File: config.mk
export PLATFORM = sky130hd
export DESIGN_NAME = bank_mapper
export DESIGN_NICKNAME = d
export VERILOG_FILES = /design/src/rtl/bank_mapper_pkg.sv /design/src/rtl/bank_mapper_decode.sv /design/src/rtl/bank_mapper_regs.sv /design/src/rtl/bank_mapper_prg.sv /design/src/rtl/bank_mapper_chr.sv /design/src/rtl/bank_mapper.sv
export SDC_FILE = /design/constraint.sdc
export NUM_CORES = 1
export LEC_CHECK = 0
export ABC_AREA = 1
export CAP_MARGIN = 30
export CORE_ASPECT_RATIO = 1.75
export CORE_MARGIN = 2
export CORE_UTILIZATION = 35
export DETAILED_ROUTE_END_ITERATION = 10
export GPL_ROUTABILITY_DRIVEN = 0
export SETUP_SLACK_MARGIN = 0.4
export SKIP_CTS_REPAIR_TIMING = 1
export SYNTH_ARGS = -nofsm -noshare
export SYNTH_HDL_FRONTEND = slang
export SYNTH_SLANG_ARGS = --single-unit
File: constraint.sdc
create_clock -name clk -period 1.83 [get_ports clk]
set_input_delay 0.366 -clock clk [delete_from_list [all_inputs] [get_ports clk]]
set_output_delay 0.366 -clock clk [all_outputs]
set_load 0.01 [all_outputs]
File: src/rtl/bank_mapper_pkg.sv
package bank_mapper_pkg;

  localparam int BANK_REGS = 8;
  localparam int DATA_W    = 8;

  typedef logic [DATA_W-1:0] bank_val_t;

  typedef enum logic [1:0] {
    WR_NONE   = 2'd0,
    WR_SELECT = 2'd1,
    WR_DATA   = 2'd2
  } wr_kind_t;

  // power-on contents: two pattern pairs, four single pages, two program banks
  function automatic bank_val_t bank_reset_value(input int idx);
    if (idx < 2)      return bank_val_t'(idx * 2);
    else if (idx < 6) return bank_val_t'(idx + 2);
    else              return bank_val_t'(idx - 6);
  endfunction

endpackage

File: src/rtl/bank_mapper_decode.sv
module bank_mapper_decode #(
  parameter logic [15:0] ADDR_MASK  = 16'hE001,
  parameter logic [15:0] SEL_MATCH  = 16'h8000,
  parameter logic [15:0] DATA_MATCH = 16'h8001
) (
  input  logic                        cpu_we,
  input  logic [15:0]                 cpu_addr,
  output bank_mapper_pkg::wr_kind_t   wr_kind
);
  import bank_mapper_pkg::*;

  logic [15:0] masked;
  assign masked = cpu_addr & ADDR_MASK;

  always_comb begin
    wr_kind = WR_NONE;
    if (cpu_we) begin
      if (masked == SEL_MATCH)       wr_kind = WR_SELECT;
      else if (masked == DATA_MATCH) wr_kind = WR_DATA;
    end
  end
endmodule

File: src/rtl/bank_mapper_regs.sv
module bank_mapper_regs (
  input  logic                                   clk,
  input  logic                                   rst_n,
  input  bank_mapper_pkg::wr_kind_t              wr_kind,
  input  logic [7:0]                             cpu_data,
  output logic [7:0]                             sel_q,
  output logic                                   mirror_q,
  output bank_mapper_pkg::bank_val_t [7:0]       banks_o
);
  import bank_mapper_pkg::*;

  localparam logic [7:0] NARROW_LIMIT = 8'd5;

  logic      narrow;
  logic [2:0] target;
  bank_val_t store_val;
  bank_val_t bank_r [BANK_REGS];

  assign narrow = (sel_q <= NARROW_LIMIT);
  assign target = sel_q[2:0];

  always_comb begin
    store_val = cpu_data;
    if (narrow) store_val = {3'b000, cpu_data[4:0]};
  end

  always_ff @(posedge clk) begin
    if (!rst_n) begin
      sel_q    <= 8'h00;
      mirror_q <= 1'b0;
    end else begin
      if (wr_kind == WR_SELECT) sel_q <= cpu_data;
      if (wr_kind == WR_DATA && narrow) mirror_q <= ~cpu_data[5];
    end
  end

  for (genvar i = 0; i < BANK_REGS; i++) begin : g_bank
    logic hit;
    assign hit = (wr_kind == WR_DATA) && (target == 3'(i));
    if (i < 2) begin : g_pair
      always_ff @(posedge clk) begin
        if (!rst_n)   bank_r[i] <= bank_reset_value(i);
        else if (hit) bank_r[i] <= {store_val[7:1], 1'b0};
      end
    end else begin : g_single
      always_ff @(posedge clk) begin
        if (!rst_n)   bank_r[i] <= bank_reset_value(i);
        else if (hit) bank_r[i] <= store_val;
      end
    end
    assign banks_o[i] = bank_r[i];
  end

  p_select_load_r1: assert property (@(posedge clk) disable iff (!rst_n)
    wr_kind == WR_SELECT |=> sel_q == $past(cpu_data));

  p_idle_hold_r2: assert property (@(posedge clk) disable iff (!rst_n)
    wr_kind == WR_NONE |=> $stable(sel_q) && $stable(mirror_q) && $stable(banks_o));

  p_mirror_keep_r4: assert property (@(posedge clk) disable iff (!rst_n)
    (wr_kind == WR_DATA && sel_q > 8'd5) |=> $stable(mirror_q));

  p_mirror_set_r4: assert property (@(posedge clk) disable iff (!rst_n)
    (wr_kind == WR_DATA && sel_q <= 8'd5) |=> mirror_q == !$past(cpu_data[5]));
endmodule

File: src/rtl/bank_mapper_prg.sv
module bank_mapper_prg #(
  parameter int PRG_BANKS = 32,
  localparam int BW = $clog2(PRG_BANKS),
  localparam int AW = BW + 13
) (
  input  logic                         clk,
  input  logic                         rst_n,
  input  logic [15:0]                  cpu_addr,
  input  logic                         layout_swap,
  input  bank_mapper_pkg::bank_val_t   bank_a,
  input  bank_mapper_pkg::bank_val_t   bank_b,
  output logic                         prg_hit,
  output logic [AW-1:0]                prg_addr
);
  localparam logic [BW-1:0] LAST_BANK   = BW'(PRG_BANKS - 1);
  localparam logic [BW-1:0] SECOND_LAST = BW'(PRG_BANKS - 2);

  logic [1:0]    window;
  logic [BW-1:0] a_m, b_m, bank;

  assign window = cpu_addr[14:13];
  assign a_m    = BW'(bank_a);
  assign b_m    = BW'(bank_b);

  always_comb begin
    unique case (window)
      2'd0:    bank = layout_swap ? SECOND_LAST : a_m;
      2'd1:    bank = b_m;
      2'd2:    bank = layout_swap ? a_m : SECOND_LAST;
      default: bank = LAST_BANK;
    endcase
  end

  assign prg_hit  = cpu_addr[15];
  assign prg_addr = {bank, cpu_addr[12:0]};

  p_last_window_r6: assert property (@(posedge clk) disable iff (!rst_n)
    (cpu_addr[15:13] == 3'b111) |-> (prg_addr[AW-1:13] == LAST_BANK && prg_hit));
endmodule

File: src/rtl/bank_mapper_chr.sv
module bank_mapper_chr #(
  parameter int CHR_PAGES = 128,
  localparam int PW = $clog2(CHR_PAGES),
  localparam int AW = PW + 10
) (
  input  logic [13:0]                          ppu_addr,
  input  logic                                 half_swap,
  input  bank_mapper_pkg::bank_val_t [5:0]     chr_banks,
  output logic                                 chr_hit,
  output logic [AW-1:0]                        chr_addr
);
  logic [2:0]    eff_slot;
  logic [PW-1:0] page_c [8];

  assign eff_slot = ppu_addr[12:10] ^ {half_swap, 2'b00};

  for (genvar k = 0; k < 8; k++) begin : g_slot
    if (k < 4) begin : g_pair
      assign page_c[k] = PW'(chr_banks[k / 2] | 8'(k % 2));
    end else begin : g_single
      assign page_c[k] = PW'(chr_banks[k - 2]);
    end
  end

  assign chr_hit  = ~ppu_addr[13];
  assign chr_addr = {page_c[eff_slot], ppu_addr[9:0]};
endmodule

File: src/rtl/bank_mapper.sv
module bank_mapper #(
  parameter int PRG_BANKS = 32,
  parameter int CHR_PAGES = 128,
  localparam int PRG_AW = $clog2(PRG_BANKS) + 13,
  localparam int CHR_AW = $clog2(CHR_PAGES) + 10
) (
  input  logic              clk,
  input  logic              rst_n,
  input  logic              cpu_we,
  input  logic [15:0]       cpu_addr,
  input  logic [7:0]        cpu_data,
  input  logic [13:0]       ppu_addr,
  output logic              prg_hit,
  output logic [PRG_AW-1:0] prg_addr,
  output logic              chr_hit,
  output logic [CHR_AW-1:0] chr_addr,
  output logic              mirror_b
);
  import bank_mapper_pkg::*;

  wr_kind_t        wr_kind;
  logic [7:0]      sel_q;
  bank_val_t [7:0] banks;

  bank_mapper_decode u_decode (
    .cpu_we   (cpu_we),
    .cpu_addr (cpu_addr),
    .wr_kind  (wr_kind)
  );

  bank_mapper_regs u_regs (
    .clk      (clk),
    .rst_n    (rst_n),
    .wr_kind  (wr_kind),
    .cpu_data (cpu_data),
    .sel_q    (sel_q),
    .mirror_q (mirror_b),
    .banks_o  (banks)
  );

  bank_mapper_prg #(.PRG_BANKS(PRG_BANKS)) u_prg (
    .clk         (clk),
    .rst_n       (rst_n),
    .cpu_addr    (cpu_addr),
    .layout_swap (sel_q[6]),
    .bank_a      (banks[6]),
    .bank_b      (banks[7]),
    .prg_hit     (prg_hit),
    .prg_addr    (prg_addr)
  );

  bank_mapper_chr #(.CHR_PAGES(CHR_PAGES)) u_chr (
    .ppu_addr  (ppu_addr),
    .half_swap (sel_q[7]),
    .chr_banks (banks[5:0]),
    .chr_hit   (chr_hit),
    .chr_addr  (chr_addr)
  );
endmodule

==> flow_summary.yaml, run 1 <==
timing:
  max_freq_ghz: 0.5701
  worst_slew_pin_slew_ns: 0.4168
  hold_viol: 0
  relSlewSlack_pct: 72.18
  rsz0062_at_grt: "true"
  layout_min_cycle_time_ns: 1.754
  fin_skew_ns: 0.004361
  min_period_over_period_pct: 95.84
  slew_viol_final: 0
  tns_ns: 0
  setup_viol: 0
setup_path:
  critPathCaptureType: "output port"
  r2r_slack_ns: 0.46
  critPathMaxFanout: 5
  crit_start: "u_regs.sel_q[7]"
  timing.rr.end: "u_regs.bank_r[0][17]"
  cp-start-kind: "register"
  worst_ep_required_time_ns: 1.46
  worstRegToRegCells: 4
  rr_startpoint: "u_regs.sel_q[1]"
  cp_data_arrival_time_ns: 1.39
  path_class: "register to output port"
power:
  pwr_density_cell_nw_per_um2: 850.5
  p_leak_nw: 1.717
  clkPwrFrac_pct: 45.0
  p_int_mw: 2.698
  power_switching_share_pct: 22.50
  power.switching_uw: 783.1
  pwr-share-comb_pct: 11.7
  seqPwrFrac_pct: 43.3
  vdd_drop_max_uv: 593.9
route:
  num_vias: 2298
  firstDrtPassIters: 4
  avgRoutedWirePerCell_um: 15.17
  drc: 0
  drt-total-wl_mm: 7.162
  drtIter0Drc: 124
  antenna_left: 0
  via_per_inst: 4.869
synthesis:
  synthesis.area_um2: 2978
  synth-seq-area-share_pct: 56.47
  syn-instance-count: 321
  yosys_warnings: 0
  ys_ff_latch: 59
  ys_types: 20
  syn-num-nets: 362
  avgSynthCellArea_um2: 9.277
finish:
  instances_no_fill: 472
  finalNetCount: 416
  fillers: 757
  n_antenna_cell: 0
  syn2layout_area_growth_pct: 37.44
  fin_util_pct: 49.56
  drive_above_1_share_pct: 34.21
place:
  placed_cells: 442
  portBuffers: 34
  dp_hpwl_mm: 5.138
global_routing:
  grt_max_degree: 31
  antenna_found_initial: 0
  grt_pass1_vias: 2271
  grt_pass1_wl_mm: 10.90
  grt_use_total_pct: 16.21
  grt-ovfl-total: 0
clock_tree:
  clk-insertion-delay-late_ns: 0.33
  clkTransAtPathRegs_ns: 0.05
  clock_path_buffers: 2
  tritoncts: "done"
  cts_sinks: 59
  htreeDepth: 3
  cts_root_buffer: "clkbuf_16"
  cts_buffers: 9
status:
  status: "finished clean"
hold_path:
  hold_path_depth: 2
  whs_endpoint: "u_regs.sel_q[4]"
  min_from: "u_regs.sel_q[4]"
  hold_class: "register to register"
floorplanning:
  io_pins: 79
  die_area_um2: 9291
  rows: 44
  start_util_pct: 36.06
  die_x_um: 73.73
  core-area_um2: 8258
  die_h_um: 126.0
flow_run:
  cap_violations: 0
[cell usage after synthesis]
cell type	n	area (um^2)
a21oi_1	9	45.04
buf_2	4	20.02
buf_4	25	187.7
clkbuf_1	4	15.01
dfxtp_1	9	180.2
edfxtp_1	50	1501
inv_1	27	101.4
mux2i_1	6	60.06
nand2_1	42	157.7
nand3_1	11	55.05
nand3_2	5	50.05
nand3_4	1	17.52
nand3b_1	1	7.510
nand4_1	4	25.02
nor2_1	74	277.8
nor2_4	2	22.52
nor2_8	1	20.02
o21ai_0	44	220.2
o21ai_1	1	5.000
xor2_1	1	8.760
[routing by layer]
metal  vias up  track usage [%]  wire [um]
li1       1162                -          -
met1      1055            15.31       2465
met2        52            29.73       4120
met3        29            3.520        253
met4         0            10.48        323
met5         -                0          0
[cells by family (layout without fill, tap and decap cells)]
family / Yosys count / count (layout) / share of synthesized area, %
buffers and inverters: 60 / 119 / 10.88
DFF: 59 / 59 / 56.47
xor gates and xnor gates: 1 / 1 / 0.2942
AOI/OAI and AO/OA: 54 / 54 / 9.075
and+or+nand+nor: 141 / 141 / 21.26
muxes: 6 / 6 / 2.017
[how the worst max path moves through the flow]
stage | to | slack, ns | cells past startpoint
after floorplan | u_regs.bank_r[1][16] | 0.32 | 5
after global placement | chr_addr[12] | -0.67 | 8
after detailed placement | chr_addr[12] | -0.66 | 8
after CTS | chr_addr[12] | -0.67 | 8
after global routing | chr_addr[11] | 0.03 | 6
final | chr_addr[11] | 0.08 | 5
[per-stage QoR]
stage | power (mW) | instance area, um^2 | hold WS, ns | worst slack, ns
detailed placement | 1.891 | 3522 | 0.4376 | -0.6571
CTS | 3.447 | 3806 | 0.4439 | -0.6716
global placement | 1.887 | 3522 | 0.4331 | -0.6725
global route | 3.603 | 4093 | 0.4834 | 0.02902
finish | 3.481 | 4093 | 0.4409 | 0.07604
floorplan | 1.736 | 3004 | 0.4238 | 0.3232
[layout make-up]
class | instances | area, um^2 | area share [%]
clock buffers | 14 | 274.0 | 6.695
multi-input cells | 202 | 1156 | 28.25
inverters | 27 | 106.4 | 2.599
clock inverters | 2 | 10.01 | 0.2446
flip-flops and latches | 59 | 1690 | 41.30
repair buffers | 76 | 740.7 | 18.10
well taps | 92 | 115.1 | 2.813
[power groups by stage]
stage	Sequential, mW	Combinational (mW)	Clock (mW)
after floorplan	1.53	0.210	0
after global placement	1.53	0.355	0
after detailed placement	1.53	0.358	0
after CTS	1.51	0.360	1.58
after global routing	1.51	0.443	1.65
final	1.51	0.406	1.57
[cells in the final DEF, fill, tap and decap left out, types with 4 or more instances in the layout]
master           netlist  final
inv_1                 27     21
nor2_1                74     68
clkbuf_16              0      9
nor2_2                 0      6
buf_4                 25     21
o21ai_0               44     20
a21oi_1                9      9
nand2_2                0     10
o21ai_2                0     16
buf_12                 0      6
dfxtp_1                9      6
buf_6                  0     16
inv_2                  0      4
nand2_4                0      4
edfxtp_1              50     50
dlymetal6s2s_1         0      7
nand3_1               11     10
nand4_1                4      4
o21ai_1                1      7
clkdlybuf4s50_1        0     11
mux2i_1                6      6
nand3_2                5      5
nand2_1               42     28
buf_2                  4     11
[flip-flops by register name (all words and copies together), names as in the netlist]
signal	cells
u_regs.bank_r	50
u_regs.sel_q	8
u_regs.mirror_q	1
[worst max-delay path, cell delays in order (launching register included)]
cell and delay [ns]:
dfxtp_4 0.36, xor2_4 0.16, buf_6 0.15, buf_6 0.11, o21ai_2 0.14, buf_2 0.15
Note: power is estimated with default switching activity, not from simulation.
==> inputs of run 2 (changes only) <==
--- a/config.mk
+++ b/config.mk
@@ -7,11 +7,11 @@
 export LEC_CHECK = 0
 export ABC_AREA = 1
 export CAP_MARGIN = 30
-export CORE_ASPECT_RATIO = 1.75
+export CORE_ASPECT_RATIO = 0.7
 export CORE_MARGIN = 2
 export CORE_UTILIZATION = 35
+export CTS_CLUSTER_DIAMETER = 150
 export DETAILED_ROUTE_END_ITERATION = 10
-export GPL_ROUTABILITY_DRIVEN = 0
 export SETUP_SLACK_MARGIN = 0.4
 export SKIP_CTS_REPAIR_TIMING = 1
 export SYNTH_ARGS = -nofsm -noshare
==> flow_summary.yaml, run 2 (synthesis results as in run 1) <==
clock_tree:
  htreeDepth: 3
  tritoncts: "done"
  cts_buffers: 9
  clkTransAtPathRegs_ns: 0.05
  cts_sinks: 59
  clock_path_buffers: 2
  cts_root_buffer: "clkbuf_16"
  clk-insertion-delay-late_ns: 0.33
setup_path:
  worst_ep_required_time_ns: 1.46
  cp_data_arrival_time_ns: 1.43
  worstRegToRegCells: 5
  critPathCaptureType: "output port"
  crit_start: "u_regs.sel_q[7]"
  rr_startpoint: "u_regs.sel_q[2]"
  critPathMaxFanout: 5
  path_class: "register to output port"
  cp-start-kind: "register"
place:
  placed_cells: 452
  place_ws_ns: -0.6364
  dp_hpwl_mm: 4.920
  dpl_cell_area_um2: 3503
  portBuffers: 34
  gp_congestion: 0.8008
power:
  p_leak_nw: 1.672
  vdd_drop_max_uv: 443.3
  power_switching_share_pct: 23.98
  seqPwrFrac_pct: 44.5
  pwr_density_cell_nw_per_um2: 846.6
  power.switching_uw: 812.5
  clkPwrFrac_pct: 43.8
  pwr-share-comb_pct: 11.7
  p_int_mw: 2.576
status:
  status: "finished clean"
floorplanning:
  io_pins: 79
  die_h_um: 81.18
  die_area_um2: 9274
  die_x_um: 114.2
  rows: 28
  core-area_um2: 8373
  start_util_pct: 35.56
timing:
  layout_min_cycle_time_ns: 1.799
  fin_skew_ns: 0.004743
  relSlewSlack_pct: 72.83
  slew_viol_final: 0
  setup_viol: 0
  worst_slew_pin_slew_ns: 0.4072
  hold_viol: 0
  rsz0062_at_grt: "true"
  max_freq_ghz: 0.5558
  finalWorstSetupSlack_ns: 0.03091
  min_period_over_period_pct: 98.31
flow_run:
  cap_violations: 0
hold_path:
  min_from: "u_regs.sel_q[3]"
  hold_path_depth: 2
  hold_class: "register to register"
finish:
  n_antenna_cell: 0
  reg_top3: "u_regs.bank_r (50), u_regs.sel_q (8), u_regs.mirror_q (1)"
  instances_no_fill: 482
  finish.instance_area_um2: 4003
  drive_above_1_share_pct: 30.77
  syn2layout_area_growth_pct: 34.41
  layout_commonest_cell: "nor2_1"
  finalNetCount: 413
  largest_register: "u_regs.bank_r"
  largest_reg_flops: 50
  layout_common_cells: "nor2_1 (70), edfxtp_1 (50), nand2_1 (33), buf_4 (25), inv_1 (20)"
global_routing:
  grt_pass1_vias: 2340
  antenna_found_initial: 0
  grt_pass1_wl_mm: 11.27
  grt-ovfl-total: 0
  grt_use_total_pct: 16.13
  grt_max_degree: 31
route:
  dr.max_layer_used: "met4"
  drc: 0
  wirelength_met1_mm: 3.273
  antenna_left: 0
  firstDrtPassIters: 4
  avgRoutedWirePerCell_um: 14.85
  dr_wl_met3_um: 473
  wl_met2_mm: 3.309
  num_vias: 2348
  drt-total-wl_mm: 7.160
  via_per_inst: 4.871
  drtIter0Drc: 106
## run 2: cell types whose count changed in the layout (fill, tap and decap cells not counted), moves of 2 or more
cell / before / now
clkinvlp_4: 0 / 4
buf_6: 16 / 6
o21ai_1: 7 / 15
o21ai_2: 16 / 10
clkbuf_1: 2 / 0
o21ai_0: 20 / 18
nor2_1: 68 / 70
clkbuf_8: 3 / 0
nand2_2: 10 / 6
nand2_1: 28 / 33
dfxtp_2: 1 / 3
nor2_2: 6 / 3
buf_4: 21 / 25
## run 2: critical path: stages, from the launching register on
cell,delay (ns)
dfxtp_2,0.33
xor2_1,0.19
buf_6,0.17
buf_8,0.13
nand2_2,0.05
o21ai_1,0.07
buf_2,0.15
## run 2: power by group through the flow
stage,registers [mW],logic [mW],clock network [mW]
2_1_floorplan,1.53,0.210,0
3_3_place_gp,1.53,0.350,0
3_5_place_dp,1.53,0.354,0
4_1_cts,1.50,0.355,1.50
5_1_grt,1.51,0.432,1.57
6_report,1.51,0.397,1.48
## run 2: cell type report
type	instances	area, um^2
flip-flops and latches	59	1689
fillers	786	4370
clock buffers	9	225.2
multi-input cells	202	1090
clock inverters	7	45.04
inverters	27	111.4
well taps	105	131.4
repair buffers	73	710.7
## run 2: per-stage QoR
| step | power [mW] | TNS (ns) | hold WS, ns | util, % |
|---|---|---|---|---|
| 3_3_place_gp | 1.880 | -28.14 | 0.4299 | 41.84 |
| 5_1_grt | 3.515 | -0.05142 | 0.4894 | 47.80 |
| 6_report | 3.389 | 0 | 0.4445 | 47.80 |
| 2_1_floorplan | 1.736 | 0 | 0.4238 | - |
| 4_1_cts | 3.364 | -6.318 | 0.4424 | 45.07 |
| 3_5_place_dp | 1.886 | -31.09 | 0.4342 | 41.84 |
## run 2: worst paths after layout
| check | endpoint | slack, ns |
|---|---|---|
| setup / recovery | chr_addr[15] | 0.03 |
| hold / removal | u_regs.sel_q[3] | 0.44 |
| setup reg to reg | u_regs.bank_r[1][3] | 0.51 |
| hold reg to reg | u_regs.sel_q[3] | 0.44 |
## run 2: metal layers
layer	vias to the layer above	GRT usage, %
li1	1151	-
met1	1112	21.27
met2	73	25.77
met3	12	3.955
met4	0	6.463
met5	-	0
